<file path="src/rtl/mbx_pkg.sv">
package mbx_pkg;

    localparam int OP_W   = 8;
    localparam int ARG_W  = 12;
    localparam int RESP_W = 16;

    localparam int REQ_BIT  = 15;
    localparam int BUSY_BIT = 14;
    localparam int ARG_LSB  = 16;

    localparam logic [OP_W-1:0] OP_PMA_STAT = 8'h0D;
    localparam logic [OP_W-1:0] OP_CTRL     = 8'h0F;
    localparam logic [OP_W-1:0] OP_LOOP     = 8'h40;
    localparam logic [OP_W-1:0] OP_PATTERN  = 8'h41;
    localparam logic [OP_W-1:0] OP_INJ_CNT  = 8'h42;
    localparam logic [OP_W-1:0] OP_CNT_SET  = 8'h45;
    localparam logic [OP_W-1:0] OP_TST_STAT = 8'h49;
    localparam logic [OP_W-1:0] OP_ERR_LO   = 8'h4A;
    localparam logic [OP_W-1:0] OP_ERR_MID  = 8'h4B;
    localparam logic [OP_W-1:0] OP_ERR_HI   = 8'h4C;

    localparam logic [ARG_W-1:0] CTRL_START  = 12'h020;
    localparam logic [ARG_W-1:0] CTRL_STOP   = 12'h021;
    localparam logic [ARG_W-1:0] CTRL_INJECT = 12'h023;

    typedef enum logic [1:0] {
        HS_IDLE = 2'd0,
        HS_BUSY = 2'd1,
        HS_ACK  = 2'd2
    } hs_state_e;

    typedef struct packed {
        logic [OP_W-1:0]  op;
        logic [ARG_W-1:0] arg;
    } mbx_cmd_t;

    typedef struct packed {
        logic loop_wr;
        logic pat_wr;
        logic inj_wr;
        logic cnt_wr;
        logic start;
        logic stop;
        logic inject;
    } mbx_act_t;

    function automatic mbx_act_t decode_act(input mbx_cmd_t c);
        mbx_act_t a;
        a = '0;
        unique case (c.op)
            OP_LOOP:    a.loop_wr = 1'b1;
            OP_PATTERN: a.pat_wr  = 1'b1;
            OP_INJ_CNT: a.inj_wr  = 1'b1;
            OP_CNT_SET: a.cnt_wr  = 1'b1;
            OP_CTRL: begin
                a.start  = (c.arg == CTRL_START);
                a.stop   = (c.arg == CTRL_STOP);
                a.inject = (c.arg == CTRL_INJECT);
            end
            default: a = '0;
        endcase
        return a;
    endfunction

    function automatic mbx_cmd_t word_to_cmd(input logic [31:0] w);
        mbx_cmd_t c;
        c.op  = w[OP_W-1:0];
        c.arg = w[ARG_LSB +: ARG_W];
        return c;
    endfunction

endpackage

</file>
<file path="src/rtl/mbx_cmd_regs.sv">
module mbx_cmd_regs
    import mbx_pkg::*;
#(
    parameter int ADDR_W    = 2,
    parameter int CMD_ADDR  = 0,
    parameter int STAT_ADDR = 1
) (
    input  logic              clk,
    input  logic              rst,
    input  logic              bus_wr,
    input  logic [ADDR_W-1:0] bus_addr,
    input  logic [31:0]       bus_wdata,
    input  logic [31:0]       status_word,
    output logic [31:0]       bus_rdata,
    output logic              req,
    output mbx_cmd_t          cmd
);

    localparam logic [ADDR_W-1:0] CMD_A  = ADDR_W'(CMD_ADDR);
    localparam logic [ADDR_W-1:0] STAT_A = ADDR_W'(STAT_ADDR);

    logic [31:0] cmd_word;

    always_ff @(posedge clk) begin
        if (rst) begin
            cmd_word <= '0;
        end else if (bus_wr && bus_addr == CMD_A) begin
            cmd_word <= bus_wdata;
        end
    end

    always_comb begin
        if (bus_addr == CMD_A) begin
            bus_rdata = cmd_word;
        end else if (bus_addr == STAT_A) begin
            bus_rdata = status_word;
        end else begin
            bus_rdata = '0;
        end
    end

    assign req = cmd_word[REQ_BIT];
    assign cmd = word_to_cmd(cmd_word);

endmodule

</file>
<file path="src/rtl/mbx_handshake.sv">
module mbx_handshake
    import mbx_pkg::*;
#(
    parameter int EXEC_CYCLES = 4
) (
    input  logic     clk,
    input  logic     rst,
    input  logic     req,
    input  mbx_cmd_t cmd_in,
    output logic     busy,
    output logic     ack,
    output logic     fire,
    output logic     release_rsp,
    output mbx_cmd_t cmd_exec
);

    localparam int CNT_W = (EXEC_CYCLES < 2) ? 1 : $clog2(EXEC_CYCLES);
    localparam logic [CNT_W-1:0] LAST = CNT_W'(EXEC_CYCLES - 1);

    hs_state_e  state;
    logic [CNT_W-1:0] cnt;

    always_ff @(posedge clk) begin
        if (rst) begin
            state    <= HS_IDLE;
            cnt      <= '0;
            cmd_exec <= '0;
        end else begin
            unique case (state)
                HS_IDLE: begin
                    if (req) begin
                        state    <= HS_BUSY;
                        cnt      <= '0;
                        cmd_exec <= cmd_in;
                    end
                end
                HS_BUSY: begin
                    if (cnt == LAST) begin
                        state <= HS_ACK;
                    end else begin
                        cnt <= cnt + 1'b1;
                    end
                end
                HS_ACK: begin
                    if (!req) begin
                        state <= HS_IDLE;
                    end
                end
                default: state <= HS_IDLE;
            endcase
        end
    end

    assign busy        = (state == HS_BUSY);
    assign ack         = (state == HS_ACK);
    assign fire        = busy && (cnt == LAST);
    assign release_rsp = ack && !req;

endmodule

</file>
<file path="src/rtl/mbx_exec.sv">
module mbx_exec
    import mbx_pkg::*;
(
    input  logic              clk,
    input  logic              rst,
    input  logic              fire,
    input  logic              release_rsp,
    input  mbx_cmd_t          cmd_exec,
    input  logic              chan_local0,
    input  logic [1:0]        eng_state,
    input  logic [31:0]       err_count,
    output logic [RESP_W-1:0] resp_q,
    output logic              loop_en,
    output logic [ARG_W-1:0]  pat_code,
    output logic [ARG_W-1:0]  cnt_cfg,
    output logic [ARG_W-1:0]  inj_cnt,
    output logic              start_pulse,
    output logic              stop_pulse,
    output logic              inject_pulse
);

    logic [RESP_W-1:0] resp_next;
    mbx_act_t          act;

    assign act = decode_act(cmd_exec);

    always_comb begin
        unique case (cmd_exec.op)
            OP_PMA_STAT: resp_next = {{(RESP_W-1){1'b0}}, chan_local0};
            OP_TST_STAT: resp_next = {6'b0, eng_state, 8'b0};
            OP_ERR_LO:   resp_next = {4'b0, err_count[11:0]};
            OP_ERR_MID:  resp_next = err_count[27:12];
            OP_ERR_HI:   resp_next = {12'b0, err_count[31:28]};
            default:     resp_next = '0;
        endcase
    end

    always_ff @(posedge clk) begin
        if (rst) begin
            resp_q       <= '0;
            loop_en      <= 1'b0;
            pat_code     <= '0;
            cnt_cfg      <= '0;
            inj_cnt      <= '0;
            start_pulse  <= 1'b0;
            stop_pulse   <= 1'b0;
            inject_pulse <= 1'b0;
        end else begin
            start_pulse  <= 1'b0;
            stop_pulse   <= 1'b0;
            inject_pulse <= 1'b0;
            if (fire) begin
                resp_q       <= resp_next;
                start_pulse  <= act.start;
                stop_pulse   <= act.stop;
                inject_pulse <= act.inject;
                if (act.loop_wr) loop_en  <= |cmd_exec.arg;
                if (act.pat_wr)  pat_code <= cmd_exec.arg;
                if (act.cnt_wr)  cnt_cfg  <= cmd_exec.arg;
                if (act.inj_wr)  inj_cnt  <= cmd_exec.arg;
            end else if (release_rsp) begin
                resp_q <= '0;
            end
        end
    end

endmodule

</file>
<file path="src/rtl/mbx_target.sv">
module mbx_target
    import mbx_pkg::*;
#(
    parameter int ADDR_W      = 2,
    parameter int EXEC_CYCLES = 4
) (
    input  logic              clk,
    input  logic              rst,
    input  logic              bus_wr,
    input  logic [ADDR_W-1:0] bus_addr,
    input  logic [31:0]       bus_wdata,
    output logic [31:0]       bus_rdata,
    input  logic              chan_local0,
    input  logic [1:0]        eng_state,
    input  logic [31:0]       err_count,
    output logic              loop_en,
    output logic [11:0]       pat_code,
    output logic [11:0]       cnt_cfg,
    output logic [11:0]       inj_cnt,
    output logic              start_pulse,
    output logic              stop_pulse,
    output logic              inject_pulse
);

    logic              req;
    logic              busy;
    logic              ack;
    logic              fire;
    logic              release_rsp;
    mbx_cmd_t          cmd;
    mbx_cmd_t          cmd_exec;
    logic [RESP_W-1:0] resp_q;
    logic [31:0]       status_word;

    assign status_word = {resp_q, ack, busy, {BUSY_BIT{1'b0}}};

    mbx_cmd_regs #(
        .ADDR_W    (ADDR_W),
        .CMD_ADDR  (0),
        .STAT_ADDR (1)
    ) regs_i (
        .clk         (clk),
        .rst         (rst),
        .bus_wr      (bus_wr),
        .bus_addr    (bus_addr),
        .bus_wdata   (bus_wdata),
        .status_word (status_word),
        .bus_rdata   (bus_rdata),
        .req         (req),
        .cmd         (cmd)
    );

    mbx_handshake #(
        .EXEC_CYCLES (EXEC_CYCLES)
    ) hs_i (
        .clk         (clk),
        .rst         (rst),
        .req         (req),
        .cmd_in      (cmd),
        .busy        (busy),
        .ack         (ack),
        .fire        (fire),
        .release_rsp (release_rsp),
        .cmd_exec    (cmd_exec)
    );

    mbx_exec exec_i (
        .clk          (clk),
        .rst          (rst),
        .fire         (fire),
        .release_rsp  (release_rsp),
        .cmd_exec     (cmd_exec),
        .chan_local0  (chan_local0),
        .eng_state    (eng_state),
        .err_count    (err_count),
        .resp_q       (resp_q),
        .loop_en      (loop_en),
        .pat_code     (pat_code),
        .cnt_cfg      (cnt_cfg),
        .inj_cnt      (inj_cnt),
        .start_pulse  (start_pulse),
        .stop_pulse   (stop_pulse),
        .inject_pulse (inject_pulse)
    );

endmodule

</file>
<file path="config.mk">
export PLATFORM = sky130hd
export DESIGN_NAME = mbx_target
export DESIGN_NICKNAME = d
export VERILOG_FILES = /design/src/rtl/mbx_pkg.sv /design/src/rtl/mbx_cmd_regs.sv /design/src/rtl/mbx_handshake.sv /design/src/rtl/mbx_exec.sv /design/src/rtl/mbx_target.sv
export SDC_FILE = /design/constraint.sdc
export NUM_CORES = 1
export LEC_CHECK = 0
export BUFFER_PORTS_ARGS = -buffer_cell sky130_fd_sc_hd__buf_2
export CORE_UTILIZATION = 35
export DETAILED_ROUTE_END_ITERATION = 8
export SETUP_SLACK_MARGIN = 0.02
export SYNTH_ARGS = -nofsm -noshare
export SYNTH_HDL_FRONTEND = slang
export SYNTH_HIERARCHICAL = 1
export SYNTH_SLANG_ARGS = --single-unit
</file>
<file path="constraint.sdc">
create_clock -name clk -period 3.7 [get_ports clk]
set_input_delay 0.185 -clock clk [delete_from_list [all_inputs] [get_ports clk]]
set_output_delay 0.185 -clock clk [all_outputs]
set_load 0.02 [all_outputs]
</file>
Word level (Yosys, flattened, before mapping) --
Index checks and enable logic that the tools add are counted.
Storage, ports and cells: input bits 72, register bits after elaboration 112, logic and storage cells 70, output and inout bits 72
Cells by class: add/sub/neg operators 1, eq/ne operators 21, mux-type cells 16, bitwise logic cells 2, reduce and logical (&&, ||, !) cells 17
Operator list (count):
- 16-bit case mux with 5 select lines | 1
- 8-bit by 7-bit equality test with 1-bit output (second input constant) | 8
- 32-bit two-way mux | 2
- 12-bit by 6-bit equality test with 1-bit output (second input constant) | 3
- 16-bit two-way mux | 2
- 8-bit by 4-bit equality test with 1-bit output (second input constant) | 2
- 12-bit OR reduction | 1
- 2-bit two-way mux | 5
- 2-bit AND reduction | 5
- 2-bit inequality test (second input constant) | 4
- 2-bit case mux with 3 select lines | 1
- 3-bit AND reduction | 2
- 2-bit by 1-bit equality test with 1-bit output (second input constant) | 2
- 2-bit equality test (second input constant) | 2
- 2-bit zero test | 2
- 1-bit two-way mux | 4
- 2-bit case mux with 2 select lines | 1
- 2-bit nonzero test | 2
- 1-bit logical AND | 3
- 3-bit OR reduction | 1
- 2-bit by 1-bit adder with 2-bit output (second input constant) | 1
- 1-bit inverter | 2
- 1-bit zero test | 1

Depth between registers and ports, before layout --
Gate-level depths: netlist of run 1.
word-level depth 4, depth in mapped cells 8, mapped depth without buffers 7

Cells and area by module --
Netlist of run 1, hierarchy kept.
By module, submodules not included:
- mbx_exec | times used 1, cells each 253, area each 2312.2 µm², sequential area each 1121.1 µm²
- mbx_cmd_regs | times used 1, cells each 232, area each 2112.0 µm², sequential area each 640.6 µm²
- mbx_handshake | times used 1, cells each 110, area each 904.6 µm², sequential area each 480.5 µm²
- mbx_target | times used 1, cells each 1, area each 3.8 µm², sequential area each 0.0 µm²

Worst setup path before layout of run 1 --
Ideal clock, no wire load.
path type reg2reg, from reg hs_i.state[0], to reg exec_i.cnt_cfg[1], path buffers 1, data required time 3568 ps, setup slack 1822 ps, library setup time 132 ps, period minus slack after synthesis 1878 ps, arrival time 1745 ps, stages on the path, launching flop included 9, path through dfxtp_1 -> nor2b_1 -> nand2_1 -> inv_1 -> nor4b_4 -> or3b_2 -> buf_2 -> nand2_1 -> a21oi_1
Between the ends: word-level cells in the longest chain between the ends 3
Ends and longest elaborated chain:
- start: declaration | line mbx_handshake.sv:20 | hs_state_e state;
- start signal: assignment | line mbx_handshake.sv:25 | state <= HS_IDLE;
- start signal: assignment | line mbx_handshake.sv:32 | state <= HS_BUSY;
- start signal: assignment | line mbx_handshake.sv:39 | state <= HS_ACK;
- 2-bit by 1-bit equality test with 1-bit output | line mbx_handshake.sv:54 | assign busy = (state == HS_BUSY);
- via busy | line mbx_target.sv:26 | logic busy;
- 1-bit logical AND | line mbx_handshake.sv:56 | assign fire = busy && (cnt == LAST);
- via fire | line mbx_target.sv:28 | logic fire;
- 2-bit AND reduction (no line)
- end signal: assignment | line mbx_exec.sv:59 | if (act.cnt_wr) cnt_cfg <= cmd_exec.arg;
- end: declaration | line mbx_exec.sv:15 | output logic [ARG_W-1:0] cnt_cfg,
The timed path passes the listed nets, and every way through them passes these cells. A chain may end at the register's enable or synchronous reset.

Worst setup path after layout of run 1 --
from reg hs_i.state[0], to reg exec_i.pat_code[11]
Between the ends: word-level cells in the longest chain between the ends 3
Ends and longest elaborated chain:
- 2-bit by 1-bit equality test with 1-bit output | line mbx_handshake.sv:54
- via busy | line mbx_target.sv:26
- 1-bit logical AND | line mbx_handshake.sv:56
- via fire | line mbx_target.sv:28
- 2-bit AND reduction (no line)
- end signal: assignment | line mbx_exec.sv:58 | if (act.pat_wr) pat_code <= cmd_exec.arg;
- end: declaration | line mbx_exec.sv:14 | output logic [ARG_W-1:0] pat_code,
The timed path passes the listed nets, and every way through them passes these cells.

==> reports/summary.log, run 1 <==
INFO  floorplanning  start_util=36.3%
INFO  timing         report.final.hold_viol_count=0
INFO  status         outcome=finished with violations
INFO  setup_path     ff2ff_path_depth=7
INFO  route          drt_drc_violations_left=10
INFO  timing         rsz_0062_raised_after_global_routing=false
INFO  route          drt_wl_total=13400um
INFO  route          antenna_left=0
INFO  timing         setup_total_negative_slack=0ns
INFO  route          avgRoutedWirePerCell=15.0um
INFO  worst_hold_path timing.hold.worst.start=err_count[26]
INFO  setup_path     cp.required=3.90ns
INFO  synthesis      syn-mean-instance-area=8.95um2
INFO  clock_network  clock_tree_from_tritoncts=done
INFO  setup_path     crit_path_top_delay_cell=sky130_fd_sc_hd__nand4b_1
INFO  synthesis      yosysSeqAreaShare=42.0%
INFO  timing         slew_headroom=23.0%
INFO  setup_path     crit_path_max_incr_delay=0.76ns
INFO  synthesis      synthesis.instances=596
INFO  synthesis      ys.warnings.count=6
INFO  clock_network  post-cts-setup-buffer-count=0
INFO  global_route   global_route_usage_over_all_layers=17.7%
INFO  placed_design  place_hpwl=9600um
INFO  layout         antenna_diode_count=0
INFO  setup_path     timing.critical_path.fanout_max=12
INFO  layout         register_area=2240um2
INFO  timing         final_min_period_over_clock_period=70.0%
INFO  clock_network  clkSinkCount=112
INFO  placed_design  routabilityCongestion=0.762
INFO  timing         final-max-slew-violation-count=0
INFO  synthesis      synth-seq-cells=112
INFO  placed_design  io_buffers=143
INFO  floorplanning  floorplan.rows=44
INFO  timing         period_minus_slack=2.59ns
INFO  clock_network  cts_root_buf=sky130_fd_sc_hd__clkbuf_16
INFO  power_and_ir_drop peakVddDrop=0.206mV
INFO  route          dr_total_vias=4306
INFO  layout         layout_cells_sized_above_1=24.3%
INFO  route          violation_count_after_the_first_detailed_routing_iteration=271
INFO  worst_hold_path hold_path_class=primary input to flop
INFO  floorplanning  num_io_pins=144
INFO  route          detailedRoute.firstPassIterationCount=7
INFO  placed_design  dpl-instance-area=5960um2
INFO  layout         fillCellCount=1481
INFO  timing         timing.fmax=386MHz
INFO  synthesis      synthArstFlopShare=0%
INFO  flow_run       max-cap-violations=0
INFO  timing         worst_clk_skew=0.00772ns
INFO  layout         syn_to_final_growth=17.5%
INFO  power_and_ir_drop p_leak=0.00281uW
INFO  setup_path     worst-endpoint-arrival=2.79ns
INFO  global_route   first_global_vias=4258
INFO  floorplanning  die_width=125um
INFO  layout         finalCoreUtilization=42.6%
INFO  setup_path     r2r_endpoint=exec_i/pat_code[11]
INFO  synthesis      synth_cell_type_count=44
INFO  synthesis      post_synth_instance_area=5330um2
INFO  synthesis      postSynth.topFlopCell=sky130_fd_sc_hd__dfxtp_1
INFO  timing         worstMarginPinSlew=1.15ns
INFO  timing         finalSetupViolCount=0
INFO  clock_network  cts-root-to-sink-buffers=2
INFO  floorplanning  die_h=125um
INFO  global_route   grt_remaining_overflow=0
INFO  worst_hold_path hold_end=exec_i/resp_q[14]
INFO  clock_network  cts_bufs_inserted=9
INFO  power_and_ir_drop powerDensity=385nW/um2
INFO  layout         nets=779
INFO  clock_network  postCtsHoldBufs=0
INFO  setup_path     worstSetupStartpointType=flop
INFO  setup_path     worst-setup-path-type=flop to flop
INFO  layout         final_cells=895
INFO  setup_path     critical_path.startpoint=hs_i/state[0]
INFO  layout         multiInputGateArea=2740um2
INFO  worst_hold_path hold_path_depth=3
INFO  clock_network  post_cts_resize_count=0
INFO  global_route   grt_max_degree=133
INFO  setup_path     r2r_setup_slack=1.11ns
INFO  setup_path     cp.buffers_inverters=1
INFO  setup_path     top_cell_family_by_delay_on_the_critical_path=simple AND/OR/NAND/NOR gates
INFO  status         violations=design-rule violations
INFO  floorplanning  die_ar=15700um2
INFO  floorplanning  core=14700um2
INFO  layout         design_area=6270um2
INFO  placed_design  placed_cell_count=879
INFO  setup_path     worst_r2r_startpoint=hs_i/state[0]
INFO  route          post_drt_via_cell_ratio=4.81
INFO  clock_network  number_of_levels_the_h_tree_was_split_into=3
INFO  clock_network  insertion_delay_to_the_later_sink_of_the_worst_skew_pair=0.36ns
INFO  power_and_ir_drop total_power_draw=2410uW
INFO  global_route   initial_antenna_violation_count=0
INFO  synthesis      number_of_synthesized_flops_with_an_enable_pin=0
INFO  global_route   grt_first_pass_wirelength=21800um
INFO  setup_path     crit_path_cell_trace=nor2b_1 -> nand2_1 -> inv_1 -> nor4b_4 -> nand4b_1 -> mux2i_1 -> nor2_1
INFO  setup_path     crit_end_category=flop
INFO  clock_network  clk_transition_reported_paths=0.07ns
-- stage by stage --
step                setup slack (ns)  hold WS [ns]
finish                          1.11        0.0694
global route                   0.821        0.0671
CTS                             1.10        0.0603
detailed placement              1.12         0.434
global placement                1.30         0.424
floorplan                       1.82         0.333
-- power by group --
group / leakage (uW) / internal [uW] / switching (uW)
Combinational: 0.00176 / 81.7 / 97.8
Clock: 0.000142 / 535 / 463
Sequential: 0.000904 / 1220 / 13.1
-- layout by cell type, fill, tap and decap left out, types with 2 or more instances in the layout --
master                       netlist  layout
sky130_fd_sc_hd__mux2_2            2       2
sky130_fd_sc_hd__nor3b_1           3       2
sky130_fd_sc_hd__clkinvlp_4        0       2
sky130_fd_sc_hd__inv_6             0       2
sky130_fd_sc_hd__nand2b_1         67      67
sky130_fd_sc_hd__buf_2            11     142
sky130_fd_sc_hd__buf_4            23       5
sky130_fd_sc_hd__nand2_1          79      79
sky130_fd_sc_hd__o21ai_0          11      11
sky130_fd_sc_hd__mux2i_1          94      94
sky130_fd_sc_hd__dfxtp_1         112     112
sky130_fd_sc_hd__a22oi_1           8       8
sky130_fd_sc_hd__nor2b_1           8       8
sky130_fd_sc_hd__a2bb2oi_1         3       3
sky130_fd_sc_hd__nor2_1           68      68
sky130_fd_sc_hd__nor3_1            6       6
sky130_fd_sc_hd__nand3_1           9       9
sky130_fd_sc_hd__a21oi_1          34      34
sky130_fd_sc_hd__nor3b_4           1       2
sky130_fd_sc_hd__clkbuf_16         0       9
sky130_fd_sc_hd__a22o_1            5       5
sky130_fd_sc_hd__nand4b_1          3       3
sky130_fd_sc_hd__conb_1            1      14
-- area by class of cell --
class	count	area share (%)
repair buffers	147	11.9
multi-input cells	435	43.7
flip-flops and latches	112	35.8
clock inverters	6	1.18
well taps	184	3.67
inverters	1	0.0599
clock buffers	10	3.65
-- state kept, by name (all words and copies together) (netlist names) --
register / cells
exec_i/cnt_cfg: 12
exec_i/inj_cnt: 12
exec_i/inject_pulse: 1
exec_i/loop_en: 1
exec_i/pat_code: 12
exec_i/resp_q: 16
exec_i/start_pulse: 1
exec_i/stop_pulse: 1
hs_i/cmd_exec: 20
hs_i/cnt: 2
hs_i/state: 2
regs_i/cmd_word: 32
-- worst min-delay path: cells and delay by family --
kind	cells	cell delay [ns]
buffers and inverters	1	0.08
AO/OA/AOI/OAI	1	0.05
AND/OR/NAND/NOR	1	0.07
-- cells in the mapped netlist, types with 2 or more instances --
cell type,n,share of area [%]
sky130_fd_sc_hd__dfxtp_1,112,42
sky130_fd_sc_hd__mux2i_1,94,18
sky130_fd_sc_hd__nand2_1,79,5.6
sky130_fd_sc_hd__nor2_1,68,4.8
sky130_fd_sc_hd__nand2b_1,67,7.9
sky130_fd_sc_hd__a21oi_1,34,3.2
sky130_fd_sc_hd__buf_4,23,3.2
sky130_fd_sc_hd__clkbuf_1,20,1.4
sky130_fd_sc_hd__buf_2,11,1.0
sky130_fd_sc_hd__o21ai_0,11,1.0
sky130_fd_sc_hd__nand3_1,9,0.84
sky130_fd_sc_hd__a22oi_1,8,1.1
sky130_fd_sc_hd__nor2b_1,8,0.94
sky130_fd_sc_hd__nor3_1,6,0.56
sky130_fd_sc_hd__a22o_1,5,0.82
sky130_fd_sc_hd__buf_6,4,0.84
sky130_fd_sc_hd__a2bb2oi_1,3,0.49
sky130_fd_sc_hd__buf_12,3,1.1
sky130_fd_sc_hd__nand4b_1,3,0.49
sky130_fd_sc_hd__nor3b_1,3,0.42
sky130_fd_sc_hd__mux2_2,2,0.42
-- how the worst max path moves through the flow --
| stage | endpoint | depth (start not counted) | slack, ns |
|---|---|---|---|
| 6_report | exec_i/pat_code[11] | 7 | 1.11 |
| 5_1_grt | exec_i/pat_code[0] | 7 | 0.82 |
| 4_1_cts | exec_i/pat_code[11] | 7 | 1.10 |
| 3_5_place_dp | exec_i/pat_code[11] | 7 | 1.12 |
| 3_3_place_gp | exec_i/pat_code[3] | 7 | 1.30 |
| 2_1_floorplan | exec_i/cnt_cfg[1] | 8 | 1.82 |
-- logic make-up (layout without fill, tap and decap cells) --
| family | after synthesis | in the layout | synth area share (%) |
|---|---|---|---|
| muxes | 96 | 96 | 18.1 |
| adders and majority gates | 1 | 1 | 0.235 |
| AOI/OAI and AO/OA | 67 | 67 | 7.48 |
| DFF | 112 | 112 | 42.0 |
| and+or+nand+nor | 256 | 256 | 24.2 |
| xor gates and xnor gates | 1 | 1 | 0.164 |
| buffers and inverters | 62 | 164 | 7.72 |
| other | 1 | 14 | 0.0703 |
-- routing by layer --
metal,part of all wire [%],vias up,track usage [%]
li1,-,2180,-
met1,47,1985,22.5
met2,46,124,28.3
met3,5.9,17,3.89
met4,1.8,0,8.75
met5,0,-,0
Power figures use the tool's default switching activity.
==> run 2: changes to the inputs <==
- ABC_AREA: unset -> 1
- clock period: 3.7 -> 2.5 ns (I/O delays scaled with it)
==> run 2 against run 1 <==
  * The run now ends clean
  * Via count grew 19%
  * Cell count grew 20%
  * Hold slack lost 0.050 ns
  * Setup slack lost 0.60 ns
  * Maximum frequency grew 30%
  * Critical path depth is the same
  * Non-clock buffer count grew 7
  * Critical endpoint is now exec_i/resp_q[9]
  * Largest cell class unchanged
  * Largest power group unchanged
  * Highest routed layer unchanged
==> reports/summary.log, run 2 <==
INFO  setup_path     top_cell_family_by_delay_on_the_critical_path=simple AND/OR/NAND/NOR gates
INFO  synthesis      synth_mux_area_share=0%
INFO  synthesis      post_synthesis_share_of_cell_area_spent_on_xor_and_xnor_gates=0%
INFO  timing         report.final.hold_viol_count=0
INFO  setup_path     worst_r2r_startpoint=hs_i/cnt[0]
INFO  power_and_ir_drop powerDensity=617nW/um2
INFO  timing         final-max-slew-violation-count=0
INFO  setup_path     ff2ff_path_depth=7
INFO  route          violation_count_after_the_first_detailed_routing_iteration=352
INFO  synthesis      postSynth.topFlopCell=sky130_fd_sc_hd__dfxtp_1
INFO  setup_path     timing.critical_path.fanout_max=16
INFO  layout         top_register=regs_i/cmd_word
INFO  clock_network  postCtsHoldBufs=0
INFO  layout         fillCellCount=1607
INFO  clock_network  cts-root-to-sink-buffers=2
INFO  setup_path     crit_end=exec_i/resp_q[9]
INFO  timing         slew_headroom=36.5%
INFO  synthesis      yosysSeqAreaShare=41.7%
INFO  setup_path     worst-setup-path-type=flop to flop
INFO  power_and_ir_drop combinationalPowerShare=10.4%
INFO  setup_path     crit_path_top_delay_cell=sky130_fd_sc_hd__nor2_1
INFO  route          drt_wl_total=14400um
INFO  layout         register_area=2240um2
INFO  setup_path     r2r_setup_slack=0.51ns
INFO  clock_network  clk_transition_reported_paths=0.07ns
INFO  timing         period_minus_slack=1.99ns
INFO  setup_path     worst-endpoint-arrival=2.27ns
INFO  timing         timing.hold.ws=0.0191ns
INFO  route          post_drt_via_cell_ratio=4.76
INFO  synthesis      synth_simple_gate_area_share=30.5%
INFO  global_route   first_global_vias=4737
INFO  clock_network  cts_root_buf=sky130_fd_sc_hd__clkbuf_16
INFO  layout         mostFrequentLayoutCells=152 x sky130_fd_sc_hd__nand2_1, 143 x sky130_fd_sc_hd__buf_2, 112 x sky130_fd_sc_hd__dfxtp_1
INFO  floorplanning  start_util=36.5%
INFO  clock_network  number_of_levels_the_h_tree_was_split_into=3
INFO  layout         layout_cells_sized_above_1=22.2%
INFO  route          detailedRoute.firstPassIterationCount=5
INFO  setup_path     crit_path_max_incr_delay=0.74ns
INFO  timing         worstMarginPinSlew=0.950ns
INFO  synthesis      synth_cell_type_count=29
INFO  global_route   grt_first_pass_wirelength=23300um
INFO  setup_path     crit_path_cell_trace=ha_1 -> nand2_1 -> inv_1 -> buf_4 -> nor2_1 -> nand2_1 -> a21oi_1
INFO  layout         finalCoreUtilization=43.1%
INFO  layout         layout_top_registers=regs_i/cmd_word x32, hs_i/cmd_exec x20, exec_i/resp_q x16
INFO  timing         finalSetupViolCount=0
INFO  status         outcome=complete, no violations
INFO  power_and_ir_drop share_clk_of_total_power=41.8%
INFO  setup_path     crit_top_cell=sky130_fd_sc_hd__nand2_1
INFO  synthesis      synth_top_family_by_area=simple AND/OR/NAND/NOR gates
INFO  synthesis      post_synth_instance_area=5380um2
INFO  global_route   global_route_usage_over_all_layers=18.3%
INFO  synthesis      cell_type_with_the_largest_total_area_after_synthesis=sky130_fd_sc_hd__dfxtp_1
INFO  synthesis      syn-mean-instance-area=6.89um2
INFO  route          antenna_left=0
INFO  setup_path     critical_path.startpoint=hs_i/cnt[0]
INFO  synthesis      number_of_synthesized_flops_with_an_enable_pin=0
INFO  placed_design  routabilityCongestion=0.827
INFO  clock_network  post-cts-setup-buffer-count=0
INFO  floorplanning  die_width=126um
INFO  synthesis      synth_area_leaders=sky130_fd_sc_hd__dfxtp_1 42%, sky130_fd_sc_hd__nand2_1 11%, sky130_fd_sc_hd__nand3_1 9.8%
INFO  floorplanning  die_h=126um
INFO  setup_path     worstSetupPathDepth=7
INFO  setup_path     cp.required=2.78ns
INFO  setup_path     crit_end_category=flop
INFO  floorplanning  die_ar=15900um2
INFO  timing         worst_clk_skew=0.00838ns
INFO  floorplanning  floorplan.rows=44
INFO  route          drt_drc_violations_left=0
INFO  placed_design  place_hpwl=10500um
INFO  timing         setup_total_negative_slack=0ns
INFO  clock_network  clkSinkCount=112
INFO  synthesis      synthesis.instances=781
INFO  global_route   grt_max_degree=51
INFO  layout         syn_to_final_growth=18.3%
INFO  layout         multiInputGateArea=2450um2
INFO  synthesis      synth_adder_area_share=0.233%
INFO  global_route   initial_antenna_violation_count=0
INFO  floorplanning  num_io_pins=144
INFO  clock_network  clock_tree_from_tritoncts=done
INFO  power_and_ir_drop proportion_of_total_power_due_to_net_switching=24.8%
INFO  synthesis      synthesized_area_fraction_occupied_by_ao_oa_aoi_and_oai_cells=13.8%
INFO  flow_run       max-cap-violations=0
INFO  layout         final_common_cell=sky130_fd_sc_hd__nand2_1
INFO  power_and_ir_drop internal_power=2960uW
INFO  synthesis      post-synth-top-count-cell=sky130_fd_sc_hd__nand2_1
INFO  setup_path     r2r_endpoint=exec_i/resp_q[9]
INFO  layout         antenna_diode_count=0
INFO  setup_path     worstSetupStartpointType=flop
INFO  synthesis      synth-seq-cells=112
INFO  synthesis      synth_commonest_cells=152 x sky130_fd_sc_hd__nand2_1, 112 x sky130_fd_sc_hd__dfxtp_1, 105 x sky130_fd_sc_hd__nand3_1, 91 x sky130_fd_sc_hd__nor2_1, 75 x sky130_fd_sc_hd__a21oi_1
INFO  worst_hold_path hold_path_class=primary input to flop
INFO  power_and_ir_drop power.sequential.fraction=47.8%
INFO  layout         largest_register_ffs=32
INFO  floorplanning  core=14800um2
INFO  synthesis      synthArstFlopShare=0%
INFO  route          avgRoutedWirePerCell=13.4um
INFO  placed_design  io_buffers=143
INFO  timing         timing.fmax=503MHz
INFO  setup_path     cp.buffers_inverters=2
INFO  layout         nets=960
INFO  power_and_ir_drop total_switching_power=973uW
INFO  clock_network  post_cts_resize_count=0
INFO  global_route   grt_remaining_overflow=0
INFO  power_and_ir_drop peakVddDrop=0.355mV
INFO  synthesis      ys.warnings.count=6
INFO  power_and_ir_drop p_leak=0.00307uW
INFO  timing         rsz_0062_raised_after_global_routing=false
INFO  clock_network  cts_bufs_inserted=9
INFO  timing         final_min_period_over_clock_period=79.5%
INFO  clock_network  insertion_delay_to_the_later_sink_of_the_worst_skew_pair=0.35ns
INFO  route          dr_total_vias=5127
INFO  synthesis      synth_top_area_share=41.7%
run 2: power by group through the flow:
stage	logic [uW]	registers [uW]	clock network, uW
global route	460	1880	1750
floorplan	305	1900	0
global placement	409	1920	0
detailed placement	409	1920	0
CTS	410	1880	1680
finish	410	1880	1640
run 2: worst min-delay path by stage:
stage / from / slack (ns) / cells after the start / to
5_1_grt: err_count[26] / 0.02 / 3 / exec_i/resp_q[14]
6_report: err_count[26] / 0.02 / 3 / exec_i/resp_q[14]
4_1_cts: err_count[26] / 0.008 / 3 / exec_i/resp_q[14]
3_5_place_dp: err_count[25] / 0.38 / 3 / exec_i/resp_q[13]
2_1_floorplan: rst / 0.19 / 1 / hs_i/state[1]
3_3_place_gp: err_count[25] / 0.39 / 3 / exec_i/resp_q[13]
run 2: stage by stage:
| step | cell area, um2 | setup slack, ns | power, uW | instances |
|---|---|---|---|---|
| finish | 6360 | 0.512 | 3930 | 1076 |
| global route | 6360 | 0.311 | 4090 | 1076 |
| CTS | 6360 | 0.434 | 3960 | 1076 |
| detailed placement | 6020 | 0.467 | 2330 | 1060 |
| global placement | 6020 | 0.525 | 2330 | 1060 |
| floorplan | 5430 | 0.944 | 2210 | 794 |
run 2: logic make-up (layout without fill, tap and decap cells):
group / after synthesis / after routing
flops: 112 / 112
buf+inv: 149 / 247
fa+ha+maj: 1 / 1
compound gates: 142 / 142
other cells: 1 / 14
simple gates: 376 / 376
run 2: layer usage:
metal  vias to the layer above  share of wire, %  global-route usage [%]  wire (um)
met5                         -                 0                       0          0
met3                        17               5.2                    4.42        744
met2                       133                44                    29.1       6340
met4                         0               1.8                    6.02        261
li1                       2675                 -                       -          -
met1                      2302                49                    24.3       7080
run 2: final cells by class:
class / count / share of cell area [%]
Tap cell: 184 / 3.62
Sequential cell: 112 / 35.2
Clock buffer: 9 / 3.54
Inverter: 77 / 4.54
Clock inverter: 7 / 1.89
Multi-Input combinational cell: 533 / 38.4
Timing Repair Buffer: 154 / 12.7
run 2: worst register-to-register path: stages (launching register included):
cell                      delay, ns
sky130_fd_sc_hd__dfxtp_1       0.32
sky130_fd_sc_hd__ha_1          0.23
sky130_fd_sc_hd__nand2_1       0.10
sky130_fd_sc_hd__inv_1         0.07
sky130_fd_sc_hd__buf_4         0.18
sky130_fd_sc_hd__nor2_1        0.74
sky130_fd_sc_hd__nand2_1       0.13
sky130_fd_sc_hd__a21oi_1       0.17
==> run 3: changes to the inputs <==
- clock period: 2.5 -> 1.9 ns (I/O delays scaled with it)
==> run 3 against run 2 <==
  * Cell count is 1.2% higher
  * Via count is 0.18% lower
  * Combinational power is 34% higher
  * Maximum frequency is 25% higher
  * Clock-buffer cell count stayed put
  * First-iteration DRC count is 16% lower
  * Largest power group unchanged
  * Highest routed layer unchanged
  * Global-route usage is 0.23 points higher
  * Routed wire length is 1.4% lower
  * Sequential share of layout area is 0.45 points lower
  * Die area stayed put
  * Register-to-register slack worse by 0.21 ns
  * Hold slack better by 0.029 ns
==> reports/summary.log, run 3 (synthesized netlist as in run 2, its figures left out) <==
INFO  layout         antenna_diode_count=0
INFO  setup_path     worst-setup-path-type=flop to flop
INFO  global_route   grt_remaining_overflow=0
INFO  setup_path     timing.critical_path.fanout_max=14
INFO  layout         layout_cells_sized_above_1=23.0%
INFO  layout         final_cells=1089
INFO  route          drt_wl_total=14200um
INFO  timing         slew_headroom=66.4%
INFO  route          drt_drc_violations_left=0
INFO  setup_path     r2r_endpoint=exec_i/inject_pulse
INFO  timing         final-max-slew-violation-count=0
INFO  layout         largest_register_ffs=32
INFO  route          detailedRoute.firstPassIterationCount=6
INFO  global_route   first_global_vias=4650
INFO  setup_path     crit_path_max_incr_delay=0.33ns
INFO  setup_path     ff2ff_path_depth=8
INFO  clock_network  post-cts-setup-buffer-count=0
INFO  route          violation_count_after_the_first_detailed_routing_iteration=295
INFO  clock_network  clock_tree_from_tritoncts=done
INFO  route          post_drt_via_cell_ratio=4.70
INFO  floorplanning  core=14800um2
INFO  timing         timing.hold.ws=0.0476ns
INFO  route          avgRoutedWirePerCell=13.1um
INFO  clock_network  cts_bufs_inserted=9
INFO  worst_hold_path timing.hold.worst.start=bus_wdata[12]
INFO  layout         mostFrequentLayoutCells=152 x sky130_fd_sc_hd__nand2_1, 143 x sky130_fd_sc_hd__buf_2, 112 x sky130_fd_sc_hd__dfxtp_1
INFO  timing         worstMarginPinSlew=0.503ns
INFO  clock_network  insertion_delay_to_the_later_sink_of_the_worst_skew_pair=0.36ns
INFO  layout         nets=973
INFO  placed_design  place_hpwl=10500um
INFO  placed_design  placement.setup.worst_slack=0.264ns
INFO  timing         final_min_period_over_clock_period=83.9%
INFO  setup_path     crit_path_cell_trace=ha_1 -> nand2_1 -> inv_1 -> buf_4 -> nand3_1 -> nor3_1 -> nand3_1 -> nor3_1
INFO  route          dr_total_vias=5118
INFO  global_route   grt_first_pass_wirelength=23300um
INFO  power_and_ir_drop peakVddDrop=0.454mV
INFO  timing         period_minus_slack=1.59ns
INFO  setup_path     crit_end_category=flop
INFO  layout         design_area=6450um2
INFO  timing         timing.final.ws_setup=0.306ns
INFO  setup_path     worst-endpoint-arrival=1.88ns
INFO  timing         report.final.hold_viol_count=0
INFO  setup_path     crit_path_top_delay_cell=sky130_fd_sc_hd__dfxtp_1
INFO  placed_design  dpl-instance-area=6110um2
INFO  worst_hold_path hold_path_depth=5
INFO  placed_design  placed_cell_count=1069
INFO  floorplanning  die_ar=15900um2
INFO  layout         layout_top_registers=regs_i/cmd_word x32, hs_i/cmd_exec x20, exec_i/resp_q x16
INFO  timing         timing.fmax=627MHz
INFO  flow_run       max-cap-violations=0
INFO  worst_hold_path hold_end=regs_i/cmd_word[12]
INFO  power_and_ir_drop p_leak=0.00312uW
INFO  clock_network  number_of_levels_the_h_tree_was_split_into=3
INFO  global_route   grt_max_degree=65
INFO  clock_network  clk_transition_reported_paths=0.08ns
INFO  layout         top_register=regs_i/cmd_word
INFO  setup_path     cp.required=2.19ns
INFO  clock_network  cts-root-to-sink-buffers=2
INFO  worst_hold_path hold_path_class=primary input to flop
INFO  floorplanning  num_io_pins=144
INFO  clock_network  cts_root_buf=sky130_fd_sc_hd__clkbuf_16
INFO  power_and_ir_drop powerDensity=756nW/um2
INFO  global_route   global_route_usage_over_all_layers=18.5%
INFO  global_route   initial_antenna_violation_count=0
INFO  layout         fillCellCount=1588
INFO  setup_path     r2r_setup_slack=0.31ns
INFO  floorplanning  die_width=126um
INFO  layout         multiInputGateArea=2450um2
INFO  timing         rsz_0062_raised_after_global_routing=false
INFO  placed_design  io_buffers=143
INFO  route          antenna_left=0
INFO  floorplanning  start_util=36.5%
INFO  setup_path     worstSetupStartpointType=flop
INFO  layout         syn_to_final_growth=19.8%
INFO  floorplanning  die_h=126um
INFO  setup_path     worst_r2r_startpoint=hs_i/cnt[0]
INFO  clock_network  clkSinkCount=112
INFO  timing         finalSetupViolCount=0
INFO  status         outcome=complete, no violations
INFO  floorplanning  floorplan.rows=44
INFO  placed_design  routabilityCongestion=0.805
INFO  layout         final_common_cell=sky130_fd_sc_hd__nand2_1
INFO  layout         register_area=2240um2
INFO  timing         worst_clk_skew=0.00806ns
INFO  timing         setup_total_negative_slack=0ns
run 3: cell count changes in the layout (fill, tap and decap cells not counted), sizes merged:
cell,delta
clkinvlp,-3
inv,+2
clkinv,+4
dlygate4sd3,+4
bufinv,-3
buf,+9
run 3: worst max-delay path by stage:
stage / start / end / slack [ns] / depth (start not counted)
finish: hs_i/cnt[0] / exec_i/inject_pulse / 0.31 / 8
global route: hs_i/cnt[0] / exec_i/inject_pulse / 0.03 / 8
CTS: hs_i/cnt[0] / exec_i/cnt_cfg[6] / 0.24 / 8
detailed placement: hs_i/cnt[0] / exec_i/cnt_cfg[6] / 0.26 / 8
global placement: hs_i/cnt[0] / exec_i/cnt_cfg[9] / 0.30 / 8
floorplan: hs_i/state[0] / exec_i/pat_code[0] / 0.34 / 11
run 3: metal layers:
metal	part of all wire (%)	track usage, %
met3	5.7	5.44
met1	48	25.0
met2	45	28.6
met4	1.8	5.46
met5	0	0
run 3: what timing repair did:
item | CTS | global route
gates resized for setup | 0 | 1
hold buffers | 4 | 0
endpoints found under the hold margin | 4 | 0
setup endpoints to repair | 0 | 5
run 3: layout make-up:
type / count / share of cell area, %
well taps: 184 / 3.57
clock inverters: 7 / 1.01
clock buffers: 9 / 3.49
flip-flops and latches: 112 / 34.8
inverters: 77 / 4.48
multi-input cells: 533 / 38.0
repair buffers: 167 / 14.6
run 3: worst max-delay path: cells and delay by family (launching register included):
| family | cells | cell delay (ns) |
|---|---|---|
| flip-flops | 1 | 0.33 |
| buffers and inverters | 2 | 0.28 |
| adder cells (fa/ha/maj) | 1 | 0.19 |
| AND/OR/NAND/NOR | 5 | 0.70 |
run 3: through the flow:
step | power, uW | utilization [%]
finish | 4880 | 43.7
floorplan | 2900 | -
detailed placement | 3070 | 41.4
global placement | 3070 | 41.4
global route | 5110 | 43.7
CTS | 4930 | 43.7
run 3: power by group:
part / switching, uW / leakage [uW] / internal (uW)
Clock: 941 / 0.000140 / 919
Sequential: 57.6 / 0.000908 / 2410
Combinational: 345 / 0.00208 / 204
Total: 1340 / 0.00312 / 3530
